--- src/rtl/tod_pkg.sv ---
package tod_pkg;
    localparam int DIGIT_W    = 4;
    localparam int SEG_W      = 7;
    localparam int NUM_DIGITS = 6;
    localparam int DEC_LAST   = 9;
    localparam int SIX_LAST   = 5;
    localparam int WRAP_HT    = 1;
    localparam int WRAP_HU    = 2;

    typedef struct packed {
        logic [DIGIT_W-1:0] val;
    } stage_state_t;

    typedef struct packed {
        logic bit_v;
    } toggle_state_t;
endpackage

--- src/rtl/tod_digit_stage.sv ---
module tod_digit_stage
    import tod_pkg::*;
#(
    parameter int W    = DIGIT_W,
    parameter int LAST = DEC_LAST
) (
    input  logic         clk,
    input  logic         rst,
    input  logic         clr,
    input  logic         en,
    output logic [W-1:0] digit,
    output logic         carry
);
    localparam logic [W-1:0] LAST_V = LAST[W-1:0];

    logic [W-1:0] val_d, val_q;
    logic         at_top;

    always_comb begin
        at_top = (val_q == LAST_V);
        carry  = en && at_top;
        val_d  = val_q;
        if (rst || clr) begin
            val_d = '0;
        end else if (en) begin
            val_d = at_top ? '0 : val_q + 1'b1;
        end
    end

    always_ff @(posedge clk) begin
        val_q <= val_d;
    end

    assign digit = val_q;

    // the digit never leaves its range
    a_r1_in_range: assert property (@(posedge clk) disable iff (rst)
        digit <= LAST_V);

    // an enabled top value goes to zero
    a_r4_roll: assert property (@(posedge clk) disable iff (rst)
        (en && !clr && digit == LAST_V) |=> digit == '0);

    // an enabled value below the top goes up by one
    a_r4_step: assert property (@(posedge clk) disable iff (rst)
        (en && !clr && digit != LAST_V) |=> digit == $past(digit) + 1'b1);

    // a disabled stage holds
    a_r5_hold: assert property (@(posedge clk) disable iff (rst)
        (!en && !clr) |=> $stable(digit));
endmodule

--- src/rtl/tod_toggle_bit.sv ---
module tod_toggle_bit (
    input  logic clk,
    input  logic rst,
    input  logic clr,
    input  logic en,
    output logic bit_q
);
    logic t_d, t_q;

    always_comb begin
        t_d = t_q;
        if (rst || clr) begin
            t_d = 1'b0;
        end else if (en) begin
            t_d = ~t_q;
        end
    end

    always_ff @(posedge clk) begin
        t_q <= t_d;
    end

    assign bit_q = t_q;

    // an enable inverts the bit
    a_r3_toggle: assert property (@(posedge clk) disable iff (rst)
        (en && !clr) |=> bit_q != $past(bit_q));

    a_r3_hold: assert property (@(posedge clk) disable iff (rst)
        (!en && !clr) |=> $stable(bit_q));
endmodule

--- src/rtl/tod_seg_enc.sv ---
module tod_seg_enc
    import tod_pkg::*;
(
    input  logic [DIGIT_W-1:0] digit,
    output logic [SEG_W-1:0]   seg
);
    always_comb begin
        case (digit)
            4'd0:    seg = 7'h3F;
            4'd1:    seg = 7'h06;
            4'd2:    seg = 7'h5B;
            4'd3:    seg = 7'h4F;
            4'd4:    seg = 7'h66;
            4'd5:    seg = 7'h6D;
            4'd6:    seg = 7'h7D;
            4'd7:    seg = 7'h07;
            4'd8:    seg = 7'h7F;
            4'd9:    seg = 7'h6F;
            default: seg = 7'h00;
        endcase
    end

    // a legal digit always lights at least two segments
    always_comb begin
        if (digit <= 4'd9) begin
            a_r9_lit: assert ($countones(seg) >= 2);
        end
    end
endmodule

--- src/rtl/tod_counter.sv ---
module tod_counter
    import tod_pkg::*;
(
    input  logic                          clk,
    input  logic                          rst,
    input  logic                          cnt_en,
    output logic [NUM_DIGITS*DIGIT_W-1:0] bcd_o,
    output logic [NUM_DIGITS*SEG_W-1:0]   seg_o
);
    localparam int CHAIN = NUM_DIGITS - 1;

    logic [DIGIT_W-1:0] dig [NUM_DIGITS];
    logic [CHAIN-1:0]   carry;
    logic [NUM_DIGITS-1:0] stage_en;
    logic               at_wrap;
    logic               wrap;
    logic               ht_bit;

    always_comb begin
        at_wrap = (dig[5] == DIGIT_W'(WRAP_HT)) && (dig[4] == DIGIT_W'(WRAP_HU))
               && (dig[3] == '0) && (dig[2] == '0)
               && (dig[1] == '0) && (dig[0] == '0);
        wrap        = cnt_en && at_wrap;
        stage_en[0] = cnt_en && !wrap;
        for (int i = 1; i < NUM_DIGITS; i++) begin
            stage_en[i] = carry[i-1];
        end
    end

    for (genvar i = 0; i < CHAIN; i++) begin : g_stage
        tod_digit_stage #(
            .W    (DIGIT_W),
            .LAST ((i % 2 == 0) ? DEC_LAST : SIX_LAST)
        ) u_stage (
            .clk   (clk),
            .rst   (rst),
            .clr   (wrap),
            .en    (stage_en[i]),
            .digit (dig[i]),
            .carry (carry[i])
        );
    end

    tod_toggle_bit u_hour_tens (
        .clk   (clk),
        .rst   (rst),
        .clr   (wrap),
        .en    (stage_en[5]),
        .bit_q (ht_bit)
    );

    assign dig[5] = {{(DIGIT_W-1){1'b0}}, ht_bit};

    for (genvar i = 0; i < NUM_DIGITS; i++) begin : g_out
        assign bcd_o[i*DIGIT_W +: DIGIT_W] = dig[i];
        tod_seg_enc u_seg (
            .digit (dig[i]),
            .seg   (seg_o[i*SEG_W +: SEG_W])
        );
    end

    // the enabled edge at the wrap value clears every digit
    a_r6_wrap: assert property (@(posedge clk) disable iff (rst)
        (cnt_en && bcd_o == 24'h120000) |=> bcd_o == '0);

    // reset clears regardless of enable
    a_r7_reset: assert property (@(posedge clk)
        rst |=> bcd_o == '0);

    // hours never pass twelve
    a_r3_hour_bound: assert property (@(posedge clk) disable iff (rst)
        (bcd_o[23:20] == 4'd1) |-> bcd_o[19:16] <= 4'd2);

    // a disabled edge holds the whole time
    a_r5_freeze: assert property (@(posedge clk) disable iff (rst)
        !cnt_en |=> $stable(bcd_o));
endmodule

--- config.mk ---
export PLATFORM = sky130hd
export DESIGN_NAME = tod_counter
export DESIGN_NICKNAME = d
export VERILOG_FILES = /design/src/rtl/tod_pkg.sv /design/src/rtl/tod_digit_stage.sv /design/src/rtl/tod_toggle_bit.sv /design/src/rtl/tod_seg_enc.sv /design/src/rtl/tod_counter.sv
export SDC_FILE = /design/constraint.sdc
export NUM_CORES = 1
export LEC_CHECK = 0
export ABC_AREA = 1
export ABC_CLOCK_PERIOD_IN_PS = 6900
export BUFFER_PORTS_ARGS = -buffer_cell sky130_fd_sc_hd__buf_2
export CAP_MARGIN = 10
export CORE_MARGIN = 2
export CORE_UTILIZATION = 45
export DETAILED_ROUTE_END_ITERATION = 8
export GPL_TIMING_DRIVEN = 1
export PLACE_DENSITY = 0.78
export SETUP_SLACK_MARGIN = 0.02
export SLEW_MARGIN = 20
export SYNTH_ARGS = -nofsm -noshare
export SYNTH_HDL_FRONTEND = slang
export SYNTH_SLANG_ARGS = --single-unit
--- constraint.sdc ---
create_clock -name clk -period 6.9 [get_ports clk]
set_input_delay 0.345 -clock clk [delete_from_list [all_inputs] [get_ports clk]]
set_output_delay 0.345 -clock clk [all_outputs]
set_load 0.01 [all_outputs]
==> impl_metrics.csv, run 1 <==
group,metric,value,unit
run_status,status,"completed",
sta,hold_viol,0,
global_route,grt_pass1_wl,10800,um
pwr,p_comb_share,4.5,%
cells_and_area,insertedDiodeCount,0,
detailed_routing,drc,0,
detailed_routing,drtIter0Drc,194,
die,die_h,89.5,um
synth,syn_avg_cell_area,7.35,um^2
detailed_routing,detail_route.wl_per_cell,10.6,um
critical_path,reg2reg_slack,4.08,ns
cells_and_area,finalNonFillerCells,617,
critical_path,critPathLaunchType,"flip-flop",
clock_network,cts-root-buf,"clkbuf_8",
sta,grt_setup_unrepaired,"no",
clock_network,postCtsSetupRepairBufs,0,
die,core-area,7180,um^2
synth,yosys.area.top_type,"dfxtp_1",
cells_and_area,layout-drive-gt1-share,21.6,%
pwr,power.leakage,2.06,nW
clock_network,cts.clk_slew.worst_paths,0.07,ns
pwr,power_density,167,nW/um^2
pwr,peakVddDrop,0.0000735,V
clock_network,worst_skew_pair.late_latency,0.34,ns
sta,fin_crit,2.82,ns
critical_path,end_kind,"flip-flop",
cells_and_area,post-route-util,53.3,%
sta,min_period_over_period,40.8,%
critical_path,worst-setup-path-type,"flip-flop to flip-flop",
critical_path,reg2reg_depth,14,
global_route,track_usage,17.4,%
sta,maxSlewViolCount,0,
flow_run,drv_cap,0,
sta,worst_pin_slew,0.553,ns
synth,yosysUniqueCellTypes,32,
synth,yosysTopAreaCellShare,34.7,%
synth,async_reset_ff_share,0,%
clock_network,htree_levels,3,
detailed_routing,drtPass1Iterations,5,
pwr,switching_share,23.3,%
die,die-area,8020,um^2
sta,tns,0,ns
global_route,grt_max_degree,27,
detailed_routing,final_antenna_net_count,0,
die,ioPinCount,69,
clock_network,cts_resized,0,
clock_network,hold_buffers,0,
placed_design,placement.io_buffers,62,
synth,synth_seq_cells,57,
sta,max_freq,355,MHz
synth,yosysSeqAreaShare,34.7,%
global_route,antenna_found_initial,0,
synth,synth_cells,448,
cells_and_area,nNetsFinal,546,
placed_design,dp_hpwl,5000,um
die,start_util,45.9,%
die,dieWidth,89.5,um
hold_path,hold_class,"input pin to flip-flop",
pwr,power.switching,0.149,mW
detailed_routing,num_vias,2921,
cells_and_area,num-fill-cells,712,
synth,yosys-top-cells-area,"dfxtp_1, nand2_1, ha_1, inv_1, nor2_1",
die,num_rows,31,
detailed_routing,totalWireLength,6570,um
synth,synth_edf_count,0,
cells_and_area,area_growth,16.2,%
sta,setup_violations,0,
pwr,internal_power,0.490,mW
clock_network,cts_tree,"yes",
hold_path,hold_depth,4,
pwr,clock_power_share,42.9,%
detailed_routing,vias_per_cell,4.73,
placed_design,gp_congestion,0.865,
synth,netlist_area,3290,um^2
clock_network,clock_sinks,57,
critical_path,arrival,3.09,ns
global_route,grt-ovfl-total,0,
placed_design,dp.cells,601,
clock_network,clk_path_buf_depth,2,
critical_path,crit_fanout,26,
sta,fin_skew,0.00805,ns
critical_path,cp.required,7.18,ns
synth,synth_flop_cell,"dfxtp_1",
global_route,grt_pass1_vias,2575,
clock_network,cts_inserted_buffers,9,
synth,ys.warnings.count,0,
pwr,seq_power_share,52.6,%
sta,timing.slew.headroom,63.1,%
==> kinds of logic after synthesis <==
kind of cell	after synthesis	share of synthesized area (%)
adders and majority gates	30	11.4
buffers and inverters	72	9.65
AOI/OAI and AO/OA	33	5.89
and+or+nand+nor	250	37.1
xor gates and xnor gates	4	1.06
other	2	0.228
DFF	57	34.7
==> registers in the layout (all words and copies together) (netlist names) <==
register / cells
g_stage.u_stage.digit: 20
g_out.u_seg.seg: 36
u_hour_tens.bit_q: 1
==> cells in the final DEF (no fill, tap or decap), types with 5 or more instances in the layout <==
cell type / instances
nand2_1: 141
buf_2: 62
dfxtp_1: 57
inv_1: 52
nor2_1: 44
ha_1: 30
o21ai_0: 23
nand3_1: 19
clkbuf_8: 11
nand3b_1: 8
inv_2: 7
nor3_1: 6
conb_1: 6
nand4_1: 5
nand2_4: 5
==> synth_stat cells, types with 5 or more instances <==
library cell,instances
nand2_1,141
dfxtp_1,57
inv_1,52
nor2_1,44
ha_1,30
o21ai_0,23
nand3_1,19
buf_4,12
nand3b_1,8
inv_2,7
nor3_1,6
nand2_4,5
nand4_1,5
==> worst max-delay path, cell delays in order (launching register included) <==
cell,delay (ns)
dfxtp_1,0.41
inv_1,0.11
nand2_1,0.11
nor2_1,0.08
nand4_1,0.13
nand2_4,0.13
inv_2,0.44
o21ai_0,0.23
nor2_1,0.30
inv_1,0.17
ha_1,0.20
or2_1,0.23
o21ai_0,0.07
nand2_1,0.07
nand2_1,0.05
==> power by group through the flow <==
| stage | Combinational [mW] | Sequential (mW) | Clock [mW] |
|---|---|---|---|
| floorplan | 0.0208 | 0.345 | 0 |
| global placement | 0.0283 | 0.343 | 0 |
| detailed placement | 0.0290 | 0.344 | 0 |
| CTS | 0.0291 | 0.336 | 0.283 |
| global route | 0.0327 | 0.337 | 0.298 |
| finish | 0.0291 | 0.336 | 0.274 |
==> stage by stage <==
| stage | hold slack (ns) | power (mW) | setup WS, ns | instance area (um^2) |
|---|---|---|---|---|
| 2_1_floorplan | 0.547 | 0.366 | 4.54 | 3310 |
| 3_3_place_gp | 0.568 | 0.371 | 4.24 | 3650 |
| 3_5_place_dp | 0.581 | 0.373 | 4.11 | 3650 |
| 4_1_cts | 0.390 | 0.649 | 4.09 | 3830 |
| 5_1_grt | 0.412 | 0.667 | 3.81 | 3830 |
| 6_report | 0.410 | 0.640 | 4.08 | 3830 |
==> final timing paths <==
path                                                   from                          end
worst max register to register  g_stage[4].u_stage.digit[0]        g_out[1].u_seg.seg[0]
worst min-delay path                                    rst            u_hour_tens.bit_q
worst max-delay path            g_stage[4].u_stage.digit[0]        g_out[1].u_seg.seg[0]
worst min register to register  g_stage[1].u_stage.digit[3]  g_stage[1].u_stage.digit[3]
==> per-layer routing <==
layer	GRT usage, %	vias up	wire, um
met2	29.5	95	3180
met5	0	-	0
met1	19.9	1305	2860
met4	7.06	0	110
met3	6.00	15	411
li1	-	1506	-
==> final cells by class <==
cell class / count / area [um^2] / share of cell area [%]
clock inverter: 3 / 15.0 / 0.392
inverter: 60 / 228 / 5.95
clock buffer: 13 / 159 / 4.15
sequential: 57 / 1140 / 29.8
timing repair buffer: 62 / 310 / 8.11
tap: 99 / 124 / 3.24
multi-input combinational: 323 / 1850 / 48.3
Power figures use the tool's default switching activity.
==> inputs of run 2 (changes only) <==
- ABC_AREA: 1 -> 0
- ABC_CLOCK_PERIOD_IN_PS: 6900 -> 2500
- PLACE_DENSITY: 0.78 -> 0.8
- clock period: 6.9 -> 2.5 ns (I/O delays scaled with it)
==> run 2 against run 1 <==
Wire length grew 38%; power grew to 3.2 times the previous value; combinational power rose to 4.3 times the previous value; clock skew grew 0.0031 ns; critical endpoint is now g_out[3].u_seg.seg[5]; hold slack got worse by 0.31 ns; largest cell class unchanged; die area is 5.6% higher; the flow now finishes with violations (setup timing).
==> impl_metrics.csv, run 2 <==
group,metric,value,unit
synth,yosys.area.top_type,"dfxtp_1",
detailed_routing,drtIter0Drc,119,
placed_design,dp_hpwl,6290,um
pwr,internal_power,1.57,mW
sta,max_freq,391,MHz
placed_design,placed_cell_area,4030,um^2
global_route,grt-ovfl-total,0,
clock_network,cts-root-buf,"clkbuf_8",
clock_network,hold_buffers,0,
detailed_routing,drtPass1Iterations,5,
cells_and_area,finalNonFillerCells,618,
critical_path,worstPathCellList,"or4b_4, nor4_4, a41o_4, buf_12, nor2_4, ha_2, or4_1, o211ai_1",
die,core-area,7610,um^2
die,dieWidth,92.0,um
sta,timing.slew.headroom,53.5,%
synth,yosysUniqueCellTypes,70,
pwr,p_comb_share,6.3,%
detailed_routing,vias_per_cell,5.58,
pwr,power.leakage,1.88,nW
synth,yosysTopAreaCellShare,32.7,%
cells_and_area,largest_reg_flops,36,
die,die-area,8470,um^2
sta,worst_pin_slew,0.689,ns
global_route,grt_max_degree,26,
synth,yosysSeqAreaShare,32.7,%
synth,async_reset_ff_share,0,%
pwr,power.switching,0.451,mW
synth,synthTopCellsByCount,"nor2_1, dfxtp_1, o21ai_0",
sta,grt_setup_unrepaired,"yes",
critical_path,cpPeakStageDelay,0.57,ns
synth,synth.most_common_cell,"nor2_1",
clock_network,cts_inserted_buffers,9,
hold_path,hold_class,"input pin to flip-flop",
critical_path,crit_fanout,7,
cells_and_area,area_growth,30.6,%
synth,synth_cells,424,
pwr,power.total,2.02,mW
cells_and_area,insertedDiodeCount,0,
detailed_routing,detail_route.wl_per_cell,14.7,um
critical_path,arrival,2.84,ns
sta,hold_viol,0,
clock_network,cts_tree,"yes",
synth,synth_edf_count,0,
pwr,clock_power_share,47.9,%
detailed_routing,num_vias,3450,
synth,synth_seq_cells,57,
clock_network,worst_skew_pair.late_latency,0.35,ns
critical_path,worst-setup-path-type,"flip-flop to flip-flop",
sta,fin_skew,0.0111,ns
cells_and_area,design_area,4550,um^2
critical_path,reg2reg_slack,-0.05,ns
synth,synth_flop_cell,"dfxtp_1",
clock_network,clock_sinks,57,
cells_and_area,nNetsFinal,544,
critical_path,cp_slowest_cell,"or4b_4",
cells_and_area,mostFrequentLayoutCells,"buf_2, nor2_1, dfxtp_1, buf_4, o21ai_0",
global_route,track_usage,20.7,%
pwr,seq_power_share,45.8,%
synth,netlist_area,3490,um^2
global_route,grt_pass1_wl,14000,um
die,num_rows,32,
critical_path,critPathLaunchType,"flip-flop",
cells_and_area,final_common_cell,"buf_2",
critical_path,end_kind,"flip-flop",
die,ioPinCount,69,
clock_network,clk_path_buf_depth,2,
run_status,violations,"setup timing",
sta,worst_hold_slack,0.0970,ns
run_status,status,"finished with violations",
sta,min_period_over_period,102,%
pwr,power_density,443,nW/um^2
sta,fin_ws,-0.0547,ns
placed_design,placement.io_buffers,62,
synth,syn_avg_cell_area,8.22,um^2
die,die_h,92.0,um
sta,fin_crit,2.55,ns
flow_run,drv_cap,0,
die,start_util,45.8,%
clock_network,htree_levels,3,
global_route,antenna_found_initial,0,
critical_path,crit_family,"simple AND/OR/NAND/NOR gates",
sta,maxSlewViolCount,0,
synth,yosys-top-cells-area,"dfxtp_1, ha_1, nor2_1, o21ai_0, buf_4",
global_route,grt_pass1_vias,3032,
critical_path,path_buf_inv,1,
sta,setup_violations,3,
clock_network,cts.clk_slew.worst_paths,0.07,ns
placed_design,gp_congestion,0.905,
pwr,peakVddDrop,0.000367,V
synth,ys.warnings.count,0,
critical_path,cp.required,2.78,ns
pwr,switching_share,22.3,%
cells_and_area,layout-drive-gt1-share,35.5,%
placed_design,dp.cells,589,
detailed_routing,drc,0,
detailed_routing,totalWireLength,9100,um
detailed_routing,final_antenna_net_count,0,
run 2: cell types whose count changed after synthesis, moves of 7 or more:
cell / delta
nor2_1: +17
a21oi_1: +17
nand2_1: -116
o21ai_0: +10
inv_1: -28
inv_2: -7
nand3_1: -13
clkbuf_1: +11
and2_1: +7
run 2: what timing repair did:
item	in CTS	in global routing
gates resized for setup	2	51
buffers inserted	0	13
setup endpoints to repair	8	26
pin swaps	0	21
gates cloned	0	1
run 2: worst reg2reg max path: stages, from the launching register on:
cell and delay [ns]:
dfxtp_2 0.32, or4b_4 0.57, nor4_4 0.27, a41o_4 0.36, buf_12 0.14, nor2_4 0.05, ha_2 0.18, or4_1 0.50
o211ai_1 0.10
run 2: logic make-up (layout without fill, tap and decap cells):
| group | after synthesis | in the layout | synth area share [%] |
|---|---|---|---|
| mux | 4 | 4 | 1.22 |
| compound gates | 107 | 107 | 20.1 |
| other cells | 2 | 6 | 0.215 |
| buf+inv | 61 | 149 | 9.26 |
| simple gates | 149 | 149 | 22.1 |
| fa+ha+maj | 30 | 30 | 10.8 |
| xor+xnor | 14 | 14 | 3.52 |
| flops | 57 | 57 | 32.7 |
run 2: cell type report:
class                      instances  area (um^2)
inverter                          24         90.1
clock buffer                      15          196
timing repair buffer             109          706
clock inverter                     1         30.0
tap                              102          128
fill                             643         3050
multi-input combinational        310         2250
sequential                        57         1150
run 2: final timing paths:
| kind | end | depth (start not counted) | from |
|---|---|---|---|
| setup / recovery | g_out[3].u_seg.seg[5] | 8 | g_stage[3].u_stage.digit[3] |
| hold / removal | g_stage[0].u_stage.digit[0] | 2 | rst |
| setup reg to reg | g_out[3].u_seg.seg[5] | 8 | g_stage[3].u_stage.digit[3] |
| hold reg to reg | u_hour_tens.bit_q | 2 | u_hour_tens.bit_q |
run 2: routing by layer:
layer,vias up,wire length [um],global-route usage [%]
li1,1640,-,-
met1,1617,3770,26.5
met2,166,4300,32.7
met3,27,766,4.93
met4,0,257,10.1
met5,-,0,0
run 2: through the flow:
step	setup slack (ns)	setup TNS [ns]	util (%)
floorplan	-0.109	-0.319	-
global placement	0.0286	0	52.9
detailed placement	-0.0370	-0.0772	52.9
global route	-0.101	-0.656	59.9
finish	-0.0547	-0.114	59.9
CTS	0.00115	0	56.1
run 2: power groups by stage:
stage / clock network [mW] / logic [mW] / registers (mW)
after global routing: 1.02 / 0.136 / 0.925
after CTS: 0.985 / 0.102 / 0.924
after global placement: 0 / 0.0969 / 0.944
after detailed placement: 0 / 0.0994 / 0.944
final: 0.968 / 0.126 / 0.925
after floorplan: 0 / 0.0629 / 0.950
==> inputs of run 3 (changes only) <==
- ABC_AREA: 0 -> 1
- SLEW_MARGIN: 20 -> default
==> run 3 against run 2 <==
The flow now finishes without violations; non-clock buffer count shrank 29; flip-flop and latch count is the same; final cell count grew 2.8%; via count decreased by 15%; clock power down 5.2%; count of clock-buffer cells in the layout decreased by 5; register-to-register slack improved by 0.19 ns; first-iteration DRC count rose by 45%; critical path depth grew 5; worst setup slack gained 0.19 ns; die area decreased by 5.3%; critical endpoint is now g_out[4].u_seg.seg[1]; highest routed layer unchanged.
==> impl_metrics.csv, run 3 (synthesized netlist as in run 1, its figures left out) <==
group,metric,value,unit
pwr,power_density,477,nW/um^2
pwr,power.leakage,2.17,nW
detailed_routing,num_vias,2922,
critical_path,worst-setup-path-type,"flip-flop to flip-flop",
placed_design,place_ws,0.0951,ns
clock_network,clk_path_buf_depth,2,
flow_run,drv_cap,0,
clock_network,worst_skew_pair.late_latency,0.34,ns
die,ioPinCount,69,
sta,grt_setup_unrepaired,"yes",
die,core-area,7180,um^2
clock_network,cts.clk_slew.worst_paths,0.07,ns
cells_and_area,num-fill-cells,653,
cells_and_area,largest_reg_flops,36,
pwr,power.switching,0.431,mW
detailed_routing,final_antenna_net_count,0,
cells_and_area,layout-drive-gt1-share,27.6,%
critical_path,reg2reg_depth,13,
cells_and_area,finalNonFillerCells,635,
critical_path,end_kind,"flip-flop",
die,num_rows,31,
global_route,grt_pass1_wl,11000,um
sta,fin_crit,2.37,ns
detailed_routing,drtPass1Iterations,4,
hold_path,hold_class,"input pin to flip-flop",
pwr,clock_power_share,47.5,%
placed_design,dp.cells,611,
detailed_routing,detail_route.wl_per_cell,10.6,um
cells_and_area,post-route-util,56.5,%
pwr,internal_power,1.50,mW
critical_path,r2r-start,"g_stage[0].u_stage.digit[2]",
clock_network,clock_sinks,57,
sta,fin_skew,0.00842,ns
detailed_routing,drc,0,
detailed_routing,vias_per_cell,4.60,
critical_path,arrival,2.59,ns
pwr,peakVddDrop,0.000304,V
sta,maxSlewViolCount,0,
sta,min_period_over_period,94.7,%
sta,fin_ws,0.133,ns
global_route,track_usage,17.3,%
clock_network,htree_levels,3,
critical_path,cp.required,2.73,ns
placed_design,dp_hpwl,5130,um
detailed_routing,totalWireLength,6750,um
clock_network,cts_tree,"yes",
critical_path,critPathLaunchType,"flip-flop",
clock_network,cts_inserted_buffers,9,
die,dieWidth,89.5,um
cells_and_area,area_growth,23.2,%
die,die-area,8020,um^2
die,start_util,45.9,%
global_route,grt-ovfl-total,0,
cells_and_area,insertedDiodeCount,0,
pwr,switching_share,22.3,%
hold_path,hold_end,"g_stage[2].u_stage.digit[0]",
detailed_routing,drtIter0Drc,172,
die,die_h,89.5,um
pwr,p_comb_share,4.7,%
hold_path,hold_depth,4,
clock_network,cts-root-buf,"clkbuf_8",
sta,max_freq,422,MHz
cells_and_area,nNetsFinal,564,
critical_path,reg2reg_slack,0.13,ns
run_status,status,"completed",
cells_and_area,final_common_cell,"nand2_1",
global_route,grt_max_degree,16,
sta,hold_viol,0,
critical_path,reg2reg_to,"g_out[4].u_seg.seg[1]",
global_route,grt_pass1_vias,2600,
critical_path,crit_fanout,7,
cells_and_area,mostFrequentLayoutCells,"nand2_1, buf_2, dfxtp_1, inv_1, nor2_1",
sta,worst_hold_slack,0.279,ns
hold_path,min_from,"cnt_en",
placed_design,placement.io_buffers,62,
sta,setup_violations,0,
pwr,seq_power_share,47.9,%
global_route,antenna_found_initial,0,
placed_design,gp_congestion,0.840,
## run 3: cell types whose count changed in the layout (fill, tap and decap cells not counted), moves of 8 or more
| cell | before | now |
|---|---|---|
| a21oi_1 | 18 | 4 |
| nand2_1 | 25 | 138 |
| o21ai_0 | 29 | 21 |
| nand3_1 | 6 | 18 |
| ha_1 | 20 | 29 |
| inv_1 | 16 | 50 |
| buf_4 | 44 | 18 |
| nor2_1 | 52 | 41 |
## run 3: repair_timing
item,CTS,global route
gates resized for setup,0,23
setup endpoints to repair,0,28
buffers inserted,0,8
hold buffers,0,0
## run 3: worst max-delay path by stage
stage | startpoint | end | slack [ns] | cells after the start
after global placement | g_stage[0].u_stage.digit[3] | g_out[4].u_seg.seg[3] | 0.19 | 14
after floorplan | g_stage[0].u_stage.digit[0] | g_out[4].u_seg.seg[3] | 0.14 | 14
after global routing | g_stage[3].u_stage.digit[0] | g_out[4].u_seg.seg[1] | -0.02 | 14
after CTS | g_stage[1].u_stage.digit[0] | g_out[4].u_seg.seg[3] | 0.08 | 14
after detailed placement | g_stage[1].u_stage.digit[0] | g_out[4].u_seg.seg[3] | 0.1 | 14
final | g_stage[0].u_stage.digit[2] | g_out[4].u_seg.seg[1] | 0.13 | 13
## run 3: per-stage QoR
| stage | power [mW] | instance area (um^2) | TNS [ns] |
|---|---|---|---|
| 3_3_place_gp | 1.03 | 3730 | 0 |
| 3_5_place_dp | 1.03 | 3730 | 0 |
| 4_1_cts | 1.95 | 3940 | 0 |
| 5_1_grt | 2.01 | 4060 | -0.0195 |
| 6_report | 1.93 | 4060 | 0 |
| 2_1_floorplan | 1.01 | 3310 | 0 |
## run 3: layer usage
layer,vias to the layer above,global-route usage (%),share of wire [%]
met5,-,0,0
met4,0,5.02,1.5
li1,1549,-,-
met2,76,29.7,49
met3,8,5.91,5.7
met1,1289,20.4,44
## run 3: layout make-up
type | instances | area [um^2] | share of cell area, %
multi-input combinational | 323 | 1900 | 46.8
sequential | 57 | 1150 | 28.3
timing repair buffer | 80 | 445 | 11.0
inverter | 60 | 230 | 5.67
clock buffer | 10 | 128 | 3.15
tap | 99 | 124 | 3.05
clock inverter | 6 | 82.6 | 2.04
## run 3: worst max-delay path, cell delays in order (launching register included)
cell	delay, ns
dfxtp_4	0.37
inv_2	0.06
nand2_2	0.06
nor3_4	0.30
nand3_4	0.18
nor2_8	0.17
nand2_4	0.08
nor2_4	0.13
nor2_1	0.07
nor3_2	0.23
inv_2	0.10
ha_1	0.28
o21ai_0	0.16
nand2_1	0.06
## run 3: power groups by stage
stage / combinational [mW] / sequential, mW / clock (mW)
floorplan: 0.0574 / 0.954 / 0
global placement: 0.0837 / 0.946 / 0
detailed placement: 0.0862 / 0.947 / 0
CTS: 0.0870 / 0.926 / 0.937
global route: 0.103 / 0.926 / 0.978
finish: 0.0903 / 0.926 / 0.918
